### src/rtl/tdm_frame_pkg.sv
package tdm_frame_pkg;
  localparam int TAG_W    = 16;
  localparam int SLOT_W   = 20;
  localparam int SLOT_CNT = 12;
  localparam int PCM_CH   = 4;

  // strobes from the sequencer into the shifter
  typedef struct packed {
    logic load;   // capture a fresh frame image
    logic shift;  // advance one serial bit
  } frameStrobe_t;

  // slot number that carries PCM word k
  function automatic int pcmSlot(input int k);
    case (k)
      0: return 3;
      1: return 4;
      2: return 6;
      default: return 9;
    endcase
  endfunction
endpackage

### src/rtl/tdm_frame_ctrl.sv
module tdm_frame_ctrl
  import tdm_frame_pkg::*;
#(
  parameter int TAG_BITS   = TAG_W,
  parameter int FRAME_BITS = TAG_W + SLOT_CNT * SLOT_W
) (
  input  logic         bitClk,
  input  logic         rstN,
  output frameStrobe_t strb,
  output logic         syncOut,
  output logic         frameStart
);
  localparam int CNT_W = $clog2(FRAME_BITS);
  localparam logic [CNT_W-1:0] LAST_POS = CNT_W'(FRAME_BITS - 1);

  logic [CNT_W-1:0] bitPos;
  logic [CNT_W-1:0] nextPos;
  logic             syncReg;

  assign nextPos = (bitPos == LAST_POS) ? '0 : bitPos + 1'b1;

  always_ff @(posedge bitClk or negedge rstN) begin
    if (!rstN) begin
      bitPos  <= LAST_POS;
      syncReg <= 1'b0;
    end else begin
      bitPos  <= nextPos;
      syncReg <= (nextPos < CNT_W'(TAG_BITS));
    end
  end

  always_comb begin
    strb.load  = (bitPos == LAST_POS);
    strb.shift = !strb.load;
  end

  assign syncOut    = syncReg;
  assign frameStart = rstN && (bitPos == '0);

  a_r1_wrap: assert property (@(posedge bitClk) disable iff (!rstN)
    (bitPos == LAST_POS) |=> (bitPos == '0));
  a_r2_sync_rise: assert property (@(posedge bitClk) disable iff (!rstN)
    $rose(syncOut) |-> (bitPos == '0));
  a_r2_sync_fall: assert property (@(posedge bitClk) disable iff (!rstN)
    $fell(syncOut) |-> (bitPos == CNT_W'(TAG_BITS)));
  a_r9_start_in_sync: assert property (@(posedge bitClk) disable iff (!rstN)
    frameStart |-> syncOut);
  a_r9_single_pulse: assert property (@(posedge bitClk) disable iff (!rstN)
    frameStart |=> !frameStart);
endmodule

### src/rtl/tdm_frame_dp.sv
module tdm_frame_dp
  import tdm_frame_pkg::*;
#(
  parameter int TAG_BITS  = TAG_W,
  parameter int SLOT_BITS = SLOT_W,
  parameter int NUM_SLOTS = SLOT_CNT,
  parameter int NUM_PCM   = PCM_CH
) (
  input  logic                         bitClk,
  input  logic                         rstN,
  input  frameStrobe_t                 strb,
  input  logic [SLOT_BITS-1:0]         cmdAddr,
  input  logic                         cmdAddrValid,
  input  logic [SLOT_BITS-1:0]         cmdData,
  input  logic                         cmdDataValid,
  input  logic [NUM_PCM*SLOT_BITS-1:0] pcmData,
  input  logic [NUM_PCM-1:0]           pcmValid,
  output logic                         sdataOut
);
  localparam int FRAME_BITS = TAG_BITS + NUM_SLOTS * SLOT_BITS;

  logic [NUM_SLOTS:1][SLOT_BITS-1:0] slotWord;
  logic [NUM_SLOTS:1]                slotValid;
  logic [TAG_BITS-1:0]               tagVec;
  logic [FRAME_BITS-1:0]             frameVec;
  logic [FRAME_BITS-1:0]             shiftReg;
  logic                              anyValid;

  // place each word in its slot, masked by its flag (zero stuffing)
  always_comb begin
    slotWord  = '0;
    slotValid = '0;
    slotValid[1] = cmdAddrValid;
    slotWord[1]  = cmdAddrValid ? cmdAddr : '0;
    slotValid[2] = cmdDataValid;
    slotWord[2]  = cmdDataValid ? cmdData : '0;
    for (int k = 0; k < NUM_PCM; k++) begin
      slotValid[pcmSlot(k)] = pcmValid[k];
      slotWord[pcmSlot(k)]  = pcmValid[k] ? pcmData[k*SLOT_BITS +: SLOT_BITS] : '0;
    end
  end

  assign anyValid = |slotValid;

  always_comb begin
    tagVec = '0;
    tagVec[TAG_BITS-1] = anyValid;
    for (int s = 1; s <= NUM_SLOTS; s++)
      tagVec[TAG_BITS-1-s] = slotValid[s];
  end

  assign frameVec[FRAME_BITS-1 -: TAG_BITS] = tagVec;

  for (genvar s = 1; s <= NUM_SLOTS; s++) begin : g_slot
    assign frameVec[FRAME_BITS-1-TAG_BITS-(s-1)*SLOT_BITS -: SLOT_BITS] = slotWord[s];
  end

  always_ff @(posedge bitClk or negedge rstN) begin
    if (!rstN)
      shiftReg <= '0;
    else if (strb.load)
      shiftReg <= frameVec;
    else if (strb.shift)
      shiftReg <= {shiftReg[FRAME_BITS-2:0], 1'b0};
  end

  assign sdataOut = shiftReg[FRAME_BITS-1];

  a_r3_frame_flag: assert property (@(posedge bitClk) disable iff (!rstN)
    strb.load |=> (sdataOut == $past(cmdAddrValid | cmdDataValid | (|pcmValid))));
  a_r4_reserved_zero: assert property (@(posedge bitClk) disable iff (!rstN)
    strb.load |=> (shiftReg[FRAME_BITS-TAG_BITS+2 -: 3] == 3'b000));
  a_r7_addr_stuffed: assert property (@(posedge bitClk) disable iff (!rstN)
    (strb.load && !cmdAddrValid) |=>
      (shiftReg[FRAME_BITS-1-TAG_BITS -: SLOT_BITS] == '0));
  a_r8_serial_shift: assert property (@(posedge bitClk) disable iff (!rstN)
    (!strb.load && $past(!strb.load)) |->
      (sdataOut == $past(shiftReg[FRAME_BITS-2])));
endmodule

### src/rtl/tdm_frame_tx.sv
module tdm_frame_tx
  import tdm_frame_pkg::*;
#(
  parameter int TAG_BITS  = TAG_W,
  parameter int SLOT_BITS = SLOT_W,
  parameter int NUM_SLOTS = SLOT_CNT,
  parameter int NUM_PCM   = PCM_CH
) (
  input  logic                         rstN,
  input  logic                         bitClk,
  input  logic [SLOT_BITS-1:0]         cmdAddr,
  input  logic                         cmdAddrValid,
  input  logic [SLOT_BITS-1:0]         cmdData,
  input  logic                         cmdDataValid,
  input  logic [NUM_PCM*SLOT_BITS-1:0] pcmData,
  input  logic [NUM_PCM-1:0]           pcmValid,
  output logic                         syncOut,
  output logic                         sdataOut,
  output logic                         frameStart
);
  localparam int FRAME_BITS = TAG_BITS + NUM_SLOTS * SLOT_BITS;

  frameStrobe_t strb;

  tdm_frame_ctrl #(
    .TAG_BITS  (TAG_BITS),
    .FRAME_BITS(FRAME_BITS)
  ) u_ctrl (
    .bitClk    (bitClk),
    .rstN      (rstN),
    .strb      (strb),
    .syncOut   (syncOut),
    .frameStart(frameStart)
  );

  tdm_frame_dp #(
    .TAG_BITS (TAG_BITS),
    .SLOT_BITS(SLOT_BITS),
    .NUM_SLOTS(NUM_SLOTS),
    .NUM_PCM  (NUM_PCM)
  ) u_dp (
    .bitClk      (bitClk),
    .rstN        (rstN),
    .strb        (strb),
    .cmdAddr     (cmdAddr),
    .cmdAddrValid(cmdAddrValid),
    .cmdData     (cmdData),
    .cmdDataValid(cmdDataValid),
    .pcmData     (pcmData),
    .pcmValid    (pcmValid),
    .sdataOut    (sdataOut)
  );
endmodule

### config.mk
export PLATFORM = sky130hd
export DESIGN_NAME = tdm_frame_tx
export DESIGN_NICKNAME = d
export VERILOG_FILES = /design/src/rtl/tdm_frame_pkg.sv /design/src/rtl/tdm_frame_ctrl.sv /design/src/rtl/tdm_frame_dp.sv /design/src/rtl/tdm_frame_tx.sv
export SDC_FILE = /design/constraint.sdc
export NUM_CORES = 1
export LEC_CHECK = 0
export ABC_AREA = 1
export BUFFER_PORTS_ARGS = -buffer_cell sky130_fd_sc_hd__buf_4
export CAP_MARGIN = 0
export CORE_MARGIN = 2
export CORE_UTILIZATION = 45
export DETAILED_ROUTE_END_ITERATION = 16
export GPL_TIMING_DRIVEN = 0
export PLACE_DENSITY = 0.76
export SETUP_SLACK_MARGIN = 0.2
export SLEW_MARGIN = 20
export SYNTH_ARGS = -nofsm -noshare
export SYNTH_HDL_FRONTEND = slang
export SYNTH_SLANG_ARGS = --single-unit
### constraint.sdc
create_clock -name bitClk -period 1.52 [get_ports bitClk]
set_input_delay 0.228 -clock bitClk [delete_from_list [all_inputs] [get_ports bitClk]]
set_output_delay 0.228 -clock bitClk [all_outputs]
set_load 0.01 [all_outputs]
==> impl_metrics.json <==
{
  "cp_common_cell": "buf_12",
  "synth_compound_area_frac": 0.117,
  "seq_area_frac_synth": 0.623,
  "n_antenna_cell": 0,
  "crit_arrival_ns": 2.18,
  "drt_first_pass_iters": 4,
  "gr-usage-all-layers": 0.202,
  "num-fill-cells": 1247,
  "initial_utilization": 0.459,
  "min_period_over_period": 1.19,
  "clock_sinks": 205,
  "drt_iter0_markers": 358,
  "tightest_slew_ns": 0.545,
  "postCtsHoldBufs": 80,
  "synth_top_family_by_area": "simple AND/OR/NAND/NOR gates",
  "p_leak_nw": 5.85,
  "core_sq_um": 18000,
  "syn_nets": 959,
  "syn_inst": 829,
  "worstPathRequired_ns": 1.90,
  "synth_mux_area_frac": 0,
  "rsz0062_at_grt": "yes",
  "finalNonFillerCells": 1340,
  "layout_common_cells": "dfrtp_1, nand2_1, buf_4, o21ai_2, nand2_2",
  "cts_buffer_depth": 3,
  "die_area_sq_um": 19400,
  "critical_path.max_stage_delay_ns": 0.57,
  "synthAdderAreaFrac": 0.00303,
  "powerDensity_nw_per_um2": 924,
  "place_area_sq_um": 9630,
  "finalCriticalPeriod_ns": 1.80,
  "status": "finished, violations left",
  "fmax_ghz": 0.554,
  "start_kind": "register",
  "detail-route-antenna-nets": 0,
  "synth_area_leaders": "dfrtp_1, nand2_1, o21ai_2",
  "syn_area_sq_um": 8250,
  "cp_slowest_cell": "dfstp_2",
  "synth-seq-cells": 205,
  "dp.cells": 1190,
  "yosys.area_share.simple": 0.169,
  "vias": 6335,
  "place_ws_ns": -0.162,
  "violations": "negative hold slack, negative setup slack",
  "gp_congestion": 0.813,
  "synthToLayoutAreaGrowth_pct": 48.7,
  "cp_max_fo": 10,
  "relSlewSlack": 0.636,
  "worstSkewPairLatency_ns": 0.50,
  "antenna_found_initial": 0,
  "die_x_microns": 139,
  "portBuffers": 130,
  "hpwlAfterDp_microns": 10900,
  "drive_gt1_frac": 0.450,
  "slew_violations": 0,
  "yosysTopAreaCell": "dfrtp_1",
  "synth_xor_area_frac": 0.00106,
  "hold_violations": 53,
  "clk_pin_slew_ns": 0.06,
  "hp-class": "in2async",
  "grt_pass1_vias": 6538,
  "final_area_sq_um": 12300,
  "grt_pass1_wl_microns": 32000,
  "finalPower_mw": 11.3,
  "synth.top_cell.area_share": 0.598,
  "routed_wl_microns": 20300,
  "cts_tree": "done",
  "fp-row-count": 49,
  "final_common_cell": "dfrtp_1",
  "overflow": 0,
  "htree_levels": 1,
  "setup_viol": 203,
  "vdd_drop_max_v": 0.000709,
  "drv_cap": 0,
  "via_per_inst": 4.73,
  "timing.hold.ws_ns": -0.362,
  "fin_skew_ns": 0.0110,
  "die_y_microns": 139,
  "yosysUniqueCellTypes": 20,
  "cts_buffers": 22,
  "cp-end-kind": "register",
  "fin_ws_ns": -0.285,
  "root_buffer": "clkbuf_16",
  "wl_per_cell_microns": 15.2,
  "pin_count": 131,
  "final_nets": 1226,
  "drc": 0,
  "syn_avg_cell_area_sq_um": 9.95,
  "grt_max_degree": 92,
  "utilization": 0.683,
  "cp_cell_sequence": "buf_12 -> ha_4 -> nand2_4 -> nor2_4 -> nand2_8 -> clkbuf_16 -> buf_12 -> nand2_2 -> o21ai_2",
  "worstSetupPathType": "reg2reg",
  "yosysWarningCount": 0
}
## per-stage QoR
| step | hold WS, ns | TNS [ns] |
|---|---|---|
| floorplan | -0.0676 | 0 |
| global placement | 0.433 | -236.11 |
| detailed placement | 0.163 | -15.40 |
| CTS | -0.366 | -31.46 |
| global route | -0.341 | -54.97 |
| finish | -0.362 | -46.63 |
## cell families after synthesis
kind of cell / Yosys count
DFF: 205
xor gates and xnor gates: 1
adders and majority gates: 2
buffers and inverters: 132
and+or+nand+nor: 366
AOI/OAI and AO/OA: 123
## layout make-up
class / instances / area, sq um / area share
multi-input cells: 492 / 2970 / 0.242
plain buffers: 47 / 553 / 0.0451
repair buffers: 243 / 2280 / 0.186
flip-flops and latches: 205 / 5140 / 0.419
well taps: 229 / 287 / 0.0234
clock buffers: 34 / 677 / 0.0552
inverters: 85 / 329 / 0.0268
clock inverters: 5 / 27.5 / 0.00224
## cells in the mapped netlist
cell        n
nand3_1     4
nor4_1      1
dfstp_2     8
nand4_1     1
inv_1      84
clkbuf_1   13
o21ai_1    27
o21ai_0     3
nand2_2     2
inv_2       1
o21ai_2    92
nand2_1   274
nor2_1     83
buf_6      28
o31ai_1     1
dfrtp_1   197
ha_1        2
xor2_1      1
buf_2       6
nor2_4      1
## registers in the layout, indices dropped and copies added (netlist names)
signal,flops
u_ctrl.bitPos,8
u_dp.shiftReg,196
u_ctrl.syncOut,1
## power breakdown
group	internal (mW)	total, mW	switching, mW
Combinational	0.394	0.727	0.333
Sequential	5.46	5.46	0
Clock	3.05	5.14	2.09
## worst paths after layout
check | from | end | slack [ns] | depth (start not counted)
setup / recovery | u_ctrl.bitPos[1] | u_dp.shiftReg[167] | -0.28 | 9
hold / removal | rstN | u_dp.shiftReg[90] | -0.36 | 1
setup reg to reg | u_ctrl.bitPos[1] | u_dp.shiftReg[167] | -0.28 | 9
hold reg to reg | u_dp.shiftReg[253] | u_dp.shiftReg[254] | 0.43 | 2
max in group asynchronous | rstN | u_dp.shiftReg[220] | 1.13 | 2
min in group bitClk | pcmData[19] | u_dp.shiftReg[199] | 0.01 | 3
## critical path: cells and delay by family (launching register included)
| kind | cells | cell delay, ns |
|---|---|---|
| DFF | 1 | 0.57 |
| buffers and inverters | 3 | 0.48 |
| and+or+nand+nor | 4 | 0.43 |
| adders and majority gates | 1 | 0.13 |
| AOI/OAI and AO/OA | 1 | 0.06 |
## timing repair
action,in CTS,in global routing
setup endpoints to repair,203,205
gates cloned,9,4
resized for setup,123,130
endpoints found under the hold margin,125,45
pin swaps,11,7
setup buffers,15,3
## routing by layer
metal / vias to the layer above / GRT usage / share of wire
met5: - / 0 / 0
met4: 0 / 0.0606 / 0.020
met3: 33 / 0.0292 / 0.034
met2: 128 / 0.341 / 0.52
met1: 3114 / 0.272 / 0.43
li1: 3060 / - / -
(Power assumes the default switching activity.)
